File: src/rtl/mbox_pkg.sv
package mbox_pkg;
    localparam int PORTS = 2;

    typedef enum logic {
        FLG_CLEAR  = 1'b0,
        FLG_RAISED = 1'b1
    } flag_state_t;
endpackage

File: src/rtl/mbox_port_decode.sv
module mbox_port_decode #(
    parameter int                ADDR_W   = 15,
    parameter logic [ADDR_W-1:0] OUT_ADDR = '1,
    parameter logic [ADDR_W-1:0] IN_ADDR  = '0
) (
    input  logic              cs_n,
    input  logic              we_n,
    input  logic              oe_n,
    input  logic [ADDR_W-1:0] addr,
    input  logic              busy_n,
    output logic              raise_o,
    output logic              ack_o
);
    logic wr_cyc;
    logic rd_cyc;

    always_comb begin
        // a write ignores output enable; a read needs we_n high
        wr_cyc  = !cs_n && !we_n;
        rd_cyc  = !cs_n && we_n && !oe_n;
        // busy low blocks this port's actions
        raise_o = wr_cyc && busy_n && (addr == OUT_ADDR);
        // only the incoming address acknowledges
        ack_o   = rd_cyc && busy_n && (addr == IN_ADDR);
    end
endmodule

File: src/rtl/mbox_flag_fsm.sv
module mbox_flag_fsm
    import mbox_pkg::*;
(
    input  logic clk,
    input  logic rst,
    input  logic raise_i,
    input  logic ack_i,
    output logic irq_n_o
);
    flag_state_t state_q;
    flag_state_t state_d;

    always_comb begin
        state_d = state_q;
        unique case (state_q)
            FLG_CLEAR: begin
                if (raise_i) state_d = FLG_RAISED;          // RAISE
            end
            FLG_RAISED: begin
                if (ack_i && !raise_i) state_d = FLG_CLEAR; // ACK, set wins
            end
            default: state_d = FLG_CLEAR;
        endcase
    end

    always_ff @(posedge clk) begin
        if (rst) state_q <= FLG_CLEAR;
        else     state_q <= state_d;
    end

    always_comb begin
        irq_n_o = (state_q != FLG_RAISED);
    end
endmodule

File: src/rtl/mbox_irq_pair.sv
module mbox_irq_pair
    import mbox_pkg::*;
#(
    parameter int ADDR_W = 15
) (
    input  logic              clk,
    input  logic              rst,
    input  logic              lft_cs_n,
    input  logic              lft_we_n,
    input  logic              lft_oe_n,
    input  logic [ADDR_W-1:0] lft_addr,
    input  logic              lft_busy_n,
    output logic              lft_irq_n,
    input  logic              rgt_cs_n,
    input  logic              rgt_we_n,
    input  logic              rgt_oe_n,
    input  logic [ADDR_W-1:0] rgt_addr,
    input  logic              rgt_busy_n,
    output logic              rgt_irq_n
);
    localparam logic [ADDR_W-1:0] MBOX_TOP  = {ADDR_W{1'b1}};
    localparam logic [ADDR_W-1:0] MBOX_NEXT = MBOX_TOP - ADDR_W'(1);

    logic              cs_n_v   [PORTS];
    logic              we_n_v   [PORTS];
    logic              oe_n_v   [PORTS];
    logic [ADDR_W-1:0] addr_v   [PORTS];
    logic              busy_n_v [PORTS];
    logic              raise_v  [PORTS];
    logic              ack_v    [PORTS];
    logic              irq_n_v  [PORTS];

    always_comb begin
        cs_n_v[0]   = lft_cs_n;   cs_n_v[1]   = rgt_cs_n;
        we_n_v[0]   = lft_we_n;   we_n_v[1]   = rgt_we_n;
        oe_n_v[0]   = lft_oe_n;   oe_n_v[1]   = rgt_oe_n;
        addr_v[0]   = lft_addr;   addr_v[1]   = rgt_addr;
        busy_n_v[0] = lft_busy_n; busy_n_v[1] = rgt_busy_n;
    end

    // Port 0 is left, port 1 is right
    for (genvar p = 0; p < PORTS; p++) begin : g_port
        localparam logic [ADDR_W-1:0] OUT_A = (p == 0) ? MBOX_TOP  : MBOX_NEXT;
        localparam logic [ADDR_W-1:0] IN_A  = (p == 0) ? MBOX_NEXT : MBOX_TOP;

        mbox_port_decode #(
            .ADDR_W   (ADDR_W),
            .OUT_ADDR (OUT_A),
            .IN_ADDR  (IN_A)
        ) u_dec (
            .cs_n    (cs_n_v[p]),
            .we_n    (we_n_v[p]),
            .oe_n    (oe_n_v[p]),
            .addr    (addr_v[p]),
            .busy_n  (busy_n_v[p]),
            .raise_o (raise_v[p]),
            .ack_o   (ack_v[p])
        );

        // Flag p interrupts port p: raised by the far port, acknowledged locally
        mbox_flag_fsm u_flag (
            .clk     (clk),
            .rst     (rst),
            .raise_i (raise_v[PORTS-1-p]),
            .ack_i   (ack_v[p]),
            .irq_n_o (irq_n_v[p])
        );
    end

    assign lft_irq_n = irq_n_v[0];
    assign rgt_irq_n = irq_n_v[1];
endmodule

File: config.mk
export PLATFORM = sky130hd
export DESIGN_NAME = mbox_irq_pair
export DESIGN_NICKNAME = d
export VERILOG_FILES = /design/src/rtl/mbox_pkg.sv /design/src/rtl/mbox_port_decode.sv /design/src/rtl/mbox_flag_fsm.sv /design/src/rtl/mbox_irq_pair.sv
export SDC_FILE = /design/constraint.sdc
export NUM_CORES = 1
export LEC_CHECK = 0
export BUFFER_PORTS_ARGS = -buffer_cell sky130_fd_sc_hd__buf_2
export CORE_AREA = 2 2 39 41
export DETAILED_ROUTE_END_ITERATION = 16
export DIE_AREA = 0 0 41 43
export GPL_ROUTABILITY_DRIVEN = 0
export SYNTH_ARGS = -nofsm -noshare
export SYNTH_HDL_FRONTEND = slang
export SYNTH_SLANG_ARGS = --single-unit
File: constraint.sdc
create_clock -name clk -period 1.1 [get_ports clk]
set_clock_uncertainty 0.1 [all_clocks]
set_input_delay 0 -clock clk [delete_from_list [all_inputs] [get_ports clk]]
set_output_delay 0 -clock clk [all_outputs]
set_load 0.01 [all_outputs]
* Yosys cells after proc, flatten, opt, wreduce, memory -nomap -nowiden
Cells that the tools add are included.
** Word-level totals
- Register bits after elaboration :: 2
- Output and inout bits :: 2
** Operators by class
- Muxes and demuxes :: 6
- Equal/unequal tests :: 4
- Reductions and logical operators :: 24
- Bitwise operators :: 2
** Operators by type and width (number)
- $eq 15x15->1 const B :: 4
- $logic_and 1x1->1 :: 16
- $logic_not 1->1 :: 8
- $mux 1 :: 4
- $pmux 1 s2 :: 2
- $not 1->1 :: 2

* Logic depth before layout (Yosys ltp)
Gate-level depths: netlist of run 1.
- Depth after elaboration :: 8
- Gate-level depth with buffers :: 4
- Mapped depth without buffers :: 4

* Modules after synthesis
Synthesis of run 1 repeated with hierarchy kept, for this count alone.
** Second synthesis, totals
- Cell total of the unflattened synthesis :: 25
- Area total of the unflattened synthesis :: 193.9 um^2
** Modules (own cells, without submodules)
- mbox_flag_fsm :: area each 42.5 um^2, instances 2, cells each 5
- mbox_port_decode at g_port[1].u_dec :: area each 56.3 um^2, instances 1, cells each 7
- mbox_port_decode at g_port[0].u_dec :: area each 52.6 um^2, instances 1, cells each 8

* Least setup slack after synthesis of run 1
No wires, ideal clock.
- Kind :: input to register
- Start point :: input port lft_cs_n
- End point :: register g_port[0].u_flag.state_q
- Path slack :: 0.133 ns
- Required time :: 0.883 ns
- Stages :: 4
- Arrival time :: 0.750 ns
- Path through :: nand4b_1 nor4_2 nand3_1 a32o_1
** Between the ends
- Longest elaborated chain between the ends :: 8
** Ends and longest elaborated chain
- from (decl) :: RTL line mbox_irq_pair.sv:8 : input logic lft_cs_n,
- $logic_not 1->1 :: RTL line mbox_port_decode.sv:20 : rd_cyc = !cs_n && we_n && !oe_n;
- $logic_and 1x1->1 (2 in a row) :: RTL line mbox_port_decode.sv:20
- $logic_and 1x1->1 (2 in a row) :: RTL line mbox_port_decode.sv:24 : ack_o = rd_cyc && busy_n && (addr == IN_ADDR);
- $logic_and 1x1->1 :: RTL line mbox_flag_fsm.sv:20 : if (ack_i && !raise_i) state_d = FLG_CLEAR;
- $mux 1 :: RTL line mbox_flag_fsm.sv:20
- $pmux 1 s2 :: RTL line mbox_flag_fsm.sv:15 : unique case (state_q)
- to (signal assigned) :: RTL line mbox_flag_fsm.sv:28 : else state_q <= state_d;
- to (decl) :: RTL line mbox_flag_fsm.sv:10 : flag_state_t state_q;
No other way between the ends.
A chain may end at the register's enable or synchronous reset.

* Worst setup path in the final report of run 1
- Start point :: input port lft_addr[0]
- End point :: register g_port[0].u_flag.state_q
** Between the ends
- Longest elaborated chain between the ends :: 5
** Ends and longest elaborated chain
- from (decl) :: RTL line mbox_irq_pair.sv:11 : input logic [ADDR_W-1:0] lft_addr,
- $eq 15x15->1 :: RTL line mbox_port_decode.sv:24
- $logic_and 1x1->1 :: RTL line mbox_port_decode.sv:24
- $logic_and 1x1->1 :: RTL line mbox_flag_fsm.sv:20
- $mux 1 :: RTL line mbox_flag_fsm.sv:20
- $pmux 1 s2 :: RTL line mbox_flag_fsm.sv:15
No other way between the ends.

==> results of run 1 <==
## Yosys cell counts
| master | count |
|---|---|
| sky130_fd_sc_hd__dfxtp_1 | 2 |
| sky130_fd_sc_hd__nor4_1 | 1 |
| sky130_fd_sc_hd__nand4_1 | 6 |
| sky130_fd_sc_hd__nor2_1 | 2 |
| sky130_fd_sc_hd__nor3_1 | 1 |
| sky130_fd_sc_hd__a32o_1 | 1 |
| sky130_fd_sc_hd__inv_1 | 3 |
| sky130_fd_sc_hd__and4b_1 | 1 |
| sky130_fd_sc_hd__nor4_2 | 1 |
| sky130_fd_sc_hd__nand4b_1 | 2 |
| sky130_fd_sc_hd__nand3_1 | 2 |
| sky130_fd_sc_hd__o31ai_1 | 1 |
## path summary, 6_finish.rpt
check / start / end / slack [ps]
worst min register to register: g_port[1].u_flag.state_q / g_port[1].u_flag.state_q / 360
worst max-delay path: lft_addr[0] / g_port[0].u_flag.state_q / 40
worst max register to register: g_port[1].u_flag.state_q / g_port[1].u_flag.state_q / 360
worst min-delay path: lft_oe_n / g_port[0].u_flag.state_q / 40
## through the flow
| step | power, mW | setup WS, ps | utilization, % |
|---|---|---|---|
| 3_3_place_gp | 0.152 | -70.2 | 29.5 |
| 6_report | 0.320 | 37.1 | 33.3 |
| 3_5_place_dp | 0.155 | -88.6 | 29.5 |
| 2_1_floorplan | 0.0842 | 133 | - |
| 5_1_grt | 0.352 | 1.64 | 33.3 |
| 4_1_cts | 0.330 | 30.3 | 33.3 |
## worst max-delay path, cell delays in order
cell and delay, ps:
sky130_fd_sc_hd__dlygate4sd3_1 530, sky130_fd_sc_hd__buf_2 130, sky130_fd_sc_hd__nor2_1 80, sky130_fd_sc_hd__nand3_1 80, sky130_fd_sc_hd__a32o_1 250
## layout make-up
type	count	area share [%]
Inverter	3	2.45
Tap cell	16	4.35
Timing Repair Buffer	45	52.7
Sequential cell	2	8.70
Multi-Input combinational cell	18	26.9
Clock buffer	3	4.89
## per-layer routing
| metal | part of all wire (%) | up-vias | GRT usage, % |
|---|---|---|---|
| met5 | 0 | - | 0 |
| met4 | 0 | 0 | 8.00 |
| met3 | 8.5 | 0 | 4.71 |
| met2 | 57 | 15 | 19.1 |
| met1 | 34 | 171 | 10.9 |
| li1 | - | 194 | - |
## power breakdown
part           leakage (nW)  internal [mW]  switching [mW]  total, mW
combinational         0.203         0.0609          0.0275     0.0884
sequential           0.0161         0.0732     0.000000199     0.0732
clock                0.0138          0.120          0.0386      0.159
## repair_timing
item,in CTS,in global routing
hold buffers,3,0
endpoints found under the hold margin,1,0
endpoints found under the setup margin,0,1
## cell families (layout without fill, tap and decap cells)
group                  after synthesis  count (layout)  synth area share, %
buffers and inverters                3              51                 6.43
DFF                                  2               2                 22.9
AOI/OAI and AO/OA                    2               2                 10.0
and+or+nand+nor                     16              16                 60.7
==> summary.md, run 1 <==
The run finished with clean final reports. The area fraction of the dominant cell type after synthesis works out to 22.9%. Sorting the synthesized cells by area gives the leading types as sky130_fd_sc_hd__dfxtp_1 23%, sky130_fd_sc_hd__nand4_1 21%, sky130_fd_sc_hd__nand4b_1 10%. The tools report the peak clock frequency supported by timing as 941 MHz. Setup repair after global routing left no endpoint under its margin.

For the wire length of the first global-routing pass, the log shows 1340 um. The area added between synthesis and finish is 163%, and the number of antenna diodes is 0. The initial antenna violation count came out at 0.

In the layout the commonest cells are 41 x sky130_fd_sc_hd__buf_2, 6 x sky130_fd_sc_hd__nand4_1, 3 x sky130_fd_sc_hd__inv_1, 3 x sky130_fd_sc_hd__clkbuf_4, 3 x sky130_fd_sc_hd__dlygate4sd3_1. After clock tree synthesis, the clock-pin slew on the worst setup and hold paths is 30 ps. The tools report the total number of yosys warnings as 0. In this run the worst path has a maximum fanout of 2. The analysis attributes to cell leakage a power of 0.233 nW.

The die is 43 um tall. The die covers 0.00176 mm2. The tree is rooted in a sky130_fd_sc_hd__clkbuf_4. Aggregate routed wire length: 831 um. The number of buffers between clock root and the deepest sink is 2, and the minimum clock period after layout is 1060 ps.

The count of buffers from port buffering works out to 41. Fraction of final layout cells with drive strength greater than 1: 64.8%. Dividing total power by cell area gives a power density of 695 mW/mm2. The clock reaches the later pin of the worst-skew pair after 220 ps. The sequential cells in the finished layout cover a total of 40.0 um2. Synthesis instantiated 12 different standard cells from the library.

For the number of cells in the design after placement, the log shows 81. TritonCTS created 3 clock buffers. The first routing iteration left 0 violations. The area used by multi-input combinational logic is 124 um2.

STA classifies the critical path startpoint as an input pin. The number of search-and-repair iterations in the first detailed-routing pass is 1, and the global route total overflow is 0. In this run the horizontal extent of the chip is 41 um. The placed instances occupy a cell area of 408 um2. The worst IR drop on VDD came out at 465 uV. For the final number of hold-violating endpoints, the log shows 0.

sky130_fd_sc_hd__dfxtp_1 takes more of the synthesized area than any other cell. The clock net in this run drives a total of 2 sinks. For the pin with the worst max-slew slack, the measured transition is 361 ps. The total of flip-flops plus latches after synthesis is 2. In this run the remaining antenna-violating nets after routing total 0.

The tools report the tightest slew margin relative to the limit as 75.7%. Once the floorplan was initialized, standard cells occupied 12.7% of the core. The DRC violations left was 0.

The routed via count divided by cell count is 4.37, and the maximum number of pins on one net before global-route repair is 5. Total routing resource utilization after global routing: 11.6%. TritonCTS built the clock tree. Setup violations remaining at the end of the flow were counted as 0. Number of top-level design ports: 42. The most common library cell in the layout ignoring fill and taps is sky130_fd_sc_hd__buf_2.

Post-layout instance area: 460 um2. Dividing the detail-routed wire length by the instance count gives 9.55 um. STA classifies the critical path endpoint as a flop. Count of instances resized after the clock tree is built: 0. STA puts the critical path data required time at 1110 ps. The detailed router placed 380 vias in this run.

For this run, the post-layout net count is 113. Along the worst hold path, the cell count comes to 4. The run gives 175 um2 as the area of the mapped netlist. In the final layout, the registers with the most flip-flops are g_port.u_flag.state_q: 2 flops.

The number of fill cells is 159. The setup path with the least slack is of type in2reg. The final total negative setup slack was 0 ps; the count of standard-cell rows was 14. Synthesis produced a netlist with a net count of 63. Most flop-heavy register: g_port.u_flag.state_q.

The number of setup buffers added after CTS is 0, and the portion of the clock cycle consumed by the worst path in the final layout is 96.6%. Number of standard cells in the final layout excluding fillers: 87. Data arrives at the worst endpoint at 1070 ps.

Number of global-route vias before repair: 377. After synthesis, flip-flops and latches occupy 22.9% of the total area. The average instance in the mapped netlist occupies 7.62 um2. The number of max-capacitance violations reported is 0. The total core area is 0.00138 mm2.

Worst min-delay path category: in2reg. Final-report max-slew violation count: 0. The H-tree depth reported by CTS is 1, and the number of instances in the synthesized netlist is 23.

Counting cells, the worst reg-to-reg path comes to 2. The minimum hold slack was 42.8 ps; the flip-flop count of the largest register, all copies and words added was 2.
Note: power is estimated with default switching activity, not from simulation.
==> inputs of run 2 (changes only) <==
- ABC_AREA: not set -> 1
==> summary.md, run 2 <==
The number of top-level design ports is 42 (unchanged), and the clock insertion delay at the later pin of the skew report is 230 ps (about the same). The tools report the reg-to-reg critical path endpoint as g_port[0].u_flag.state_q. The critical path startpoint is rgt_addr[0]. The number of enable flip-flop cells after synthesis is 0 (unchanged). The source of the worst register-to-register timing path is g_port[0].u_flag.state_q. The global route total overflow was 0 (unchanged); the power density relative to cell area was 623 mW/mm2 (-10%).

The tools report the area of the mapped netlist as 292 um2 (+66%). The flow ran to the end, and the final reports show no timing, DRC or antenna violations. The run gives 62 (+170%) as the number of instances in the synthesized netlist. The mean cell area of the mapped netlist works out to 4.70 um2 (-38%). For the static leakage, the log shows 0.303 nW (+30%). TritonCTS built the clock tree.

Aggregate routed wire length: 935 um (+13%). Number of global-route vias before repair: 421 (+12%). The tree is rooted in a sky130_fd_sc_hd__clkbuf_4.

Most flop-heavy register: g_port.u_flag.state_q. Most common library cell in the layout ignoring fill and taps: sky130_fd_sc_hd__buf_2. Critical path endpoint: g_port[1].u_flag.state_q. From synthesis to final layout, the design area changed by 91.8%.

Data required time of the critical path: 1110 ps (about the same). The tools report the number of max-capacitance violations reported as 0 (unchanged). The peak clock frequency supported by timing is 1050 MHz (+11%), and the number of sinks handled by clock tree synthesis is 2 (unchanged). The number of search-and-repair iterations in the first detailed-routing pass is 2 (+1), and the fraction of final layout cells with drive strength greater than 1 is 44.4% (-20 points). Share of flip-flops with an asynchronous set or reset after synthesis: 0% (unchanged).

The tools report the tightest slew margin relative to the limit as 92.2% (+17 points). The tools report the post-layout instance area as 559 um2 (+21%). Final total negative setup slack: 0 ps (unchanged). Number of DRC markers in iteration 0: 5 (+5). For the final number of hold-violating endpoints, the log shows 0 (unchanged).

The initial antenna violation count was 0 (unchanged). The library cell with the highest instance count after synthesis is sky130_fd_sc_hd__nand2_1. Summed over all nets, the half-perimeter wirelength after detailed placement is 783 um.

The initial cell density of the core was 21.1% (+8.4 points); the count of instances resized after the clock tree is built was 0 (unchanged). The minimum clock period after layout is 955 ps (-108 ps), and the number of antenna diodes is 0 (unchanged). The leading area contributor after synthesis is sky130_fd_sc_hd__nand2_1.

The worst setup path is launched from an input pin. The tools report the maximum number of pins on one net before global-route repair as 3 (-2). Setup slack of the worst register-to-register path: 460 ps (+100 ps). The total area of sequential cells was 40.0 um2 (unchanged). In the layout the commonest cells are 41 x sky130_fd_sc_hd__buf_2, 23 x sky130_fd_sc_hd__nand2_1, 14 x sky130_fd_sc_hd__nor2_1. The portion of the clock cycle consumed by the worst path in the final layout is 86.8% (-9.8 points).

Setup repair after global routing left no endpoint under its margin. The critical path in this run is classified as in2reg. For the DRC violations left, the log shows 0 (unchanged).

The total core area is 0.00138 mm2 (unchanged), and the worst IR drop on VDD is 372 uV (-20%). The count of buffers from port buffering is 41 (unchanged). The count of antenna-violating nets left after detailed routing was 0 (unchanged); the final-report max-slew violation count was 0 (unchanged).

The number of buffers inserted during clock tree synthesis was 3 (unchanged); the total routing resource utilization after global routing was 12.9% (+1.3 points). The x dimension of the die was 41 um (unchanged); the total of flip-flops plus latches after synthesis was 2 (unchanged). The tightest min-delay check is of the in2reg type. In the final layout, the registers with the most flip-flops are g_port.u_flag.state_q: 2 flops.

Routed via count divided by cell count: 4.04 (-7.5%). The largest driver fanout on the critical path is 2 (unchanged), and the count of vias placed by the detailed router is 501 (+32%). The clock transition at the register clock pins on the worst setup and hold paths after CTS works out to 30 ps (about the same).

The final design utilization is 40.4% (+7.1 points). The logs give 0 (unchanged) for the total number of yosys warnings and 13.7% (-9.1 points) for the part of the Yosys area used for sequential elements. Count of standard-cell rows: 14 (unchanged). For the number of buffers between clock root and the deepest sink, the log shows 2 (unchanged). For the instance area after placement, the log shows 517 um2 (+27%). The transition time at the pin with the least slew margin was 116 ps (-245 ps). The distinct cell type count of the synthesized netlist was 10 (-2).

Height of the chip: 43 um (unchanged). The floorplan die area is 0.00176 mm2 (unchanged). Ranked by instance count, the synthesized netlist is headed by 23 x sky130_fd_sc_hd__nand2_1, 14 x sky130_fd_sc_hd__nor2_1, 8 x sky130_fd_sc_hd__inv_1. For the wire length of the first global-routing pass, the log shows 1540 um (+15%). The flip-flop count of the largest register, all copies and words added came out at 2 (unchanged). For the synthesized netlist net count, the log shows 102 (+62%).

The signal arrival time at the worst endpoint was 970 ps (-100 ps). In the synthesized netlist the dominant register cell turns out to be sky130_fd_sc_hd__dfxtp_1. The depth of the most critical reg-to-reg path came out at 2 (unchanged). By area the synthesized netlist is led by sky130_fd_sc_hd__nand2_1 30%, sky130_fd_sc_hd__nor2_1 18%, sky130_fd_sc_hd__dfxtp_1 14%. The routed length per placed instance is 7.54 um (-21%), and the number of nets in the layout is 150 (+33%). The worst setup path is captured at a flop.

The logs give 160 (+0.63%) for the number of fill cells and 1 (unchanged) for the H-tree depth reported by CTS. The number of failing setup endpoints in the final timing report is 0 (unchanged), and the area fraction of the dominant cell type after synthesis is 29.6% (+6.8 points). Area used by multi-input combinational logic: 214 um2 (+73%).
## run 2: final cells by class
cell class | instances | area share, %
inverters | 10 | 6.71
flip-flops and latches | 2 | 7.16
well taps | 16 | 3.58
clock buffers | 3 | 4.03
repair buffers | 43 | 40.3
multi-input cells | 50 | 38.3
## run 2: metrics by stage
step | hold WS (ps) | worst slack (ps) | power [mW] | std cells
floorplan | -30.9 | 490 | 0.103 | 62
global placement | 73.5 | 364 | 0.180 | 119
detailed placement | 73.8 | 355 | 0.181 | 119
CTS | 33.9 | 129 | 0.355 | 124
global route | 62.2 | 69.8 | 0.387 | 124
finish | 31.2 | 145 | 0.349 | 124
## run 2: cells by family after synthesis
kind of cell / share of synthesized area [%]
compound gates: 3.43
flops: 13.7
buf+inv: 12.9
simple gates: 70.0
## run 2: worst min path at each step
| stage | from | endpoint | slack, ps | cells past startpoint |
|---|---|---|---|---|
| finish | rgt_busy_n | g_port[0].u_flag.state_q | 30 | 5 |
| global route | rgt_busy_n | g_port[0].u_flag.state_q | 60 | 5 |
| CTS | rgt_busy_n | g_port[0].u_flag.state_q | 30 | 5 |
| detailed placement | rst | g_port[0].u_flag.state_q | 70 | 2 |
| global placement | rst | g_port[0].u_flag.state_q | 70 | 2 |
| floorplan | rst | g_port[0].u_flag.state_q | -30 | 1 |
## run 2: what timing repair did
action / CTS / global route
hold buffers: 2 / 0
setup buffers: 0 / 0
hold endpoints to repair: 2 / 0
## run 2: power by group
group,total [mW],switching [mW],leakage (nW),internal [mW]
Sequential,0.0731,0.000000263,0.0161,0.0731
Clock,0.164,0.0433,0.0138,0.120
Combinational,0.112,0.0453,0.273,0.0666
## run 2: per-layer routing
metal,vias up,part of all wire (%),GRT usage (%)
met1,202,38,14.1
met2,16,53,20.0
met5,-,0,0
li1,283,-,-
met4,0,0,4.00
met3,0,9.0,7.85
## run 2: critical path, cell delays in order
cell and delay (ps):
sky130_fd_sc_hd__dlygate4sd3_1 520, sky130_fd_sc_hd__buf_2 110, sky130_fd_sc_hd__nand3_1 70, sky130_fd_sc_hd__nor2_1 110, sky130_fd_sc_hd__nand2_1 60, sky130_fd_sc_hd__nand2_1 50
sky130_fd_sc_hd__a21oi_1 50
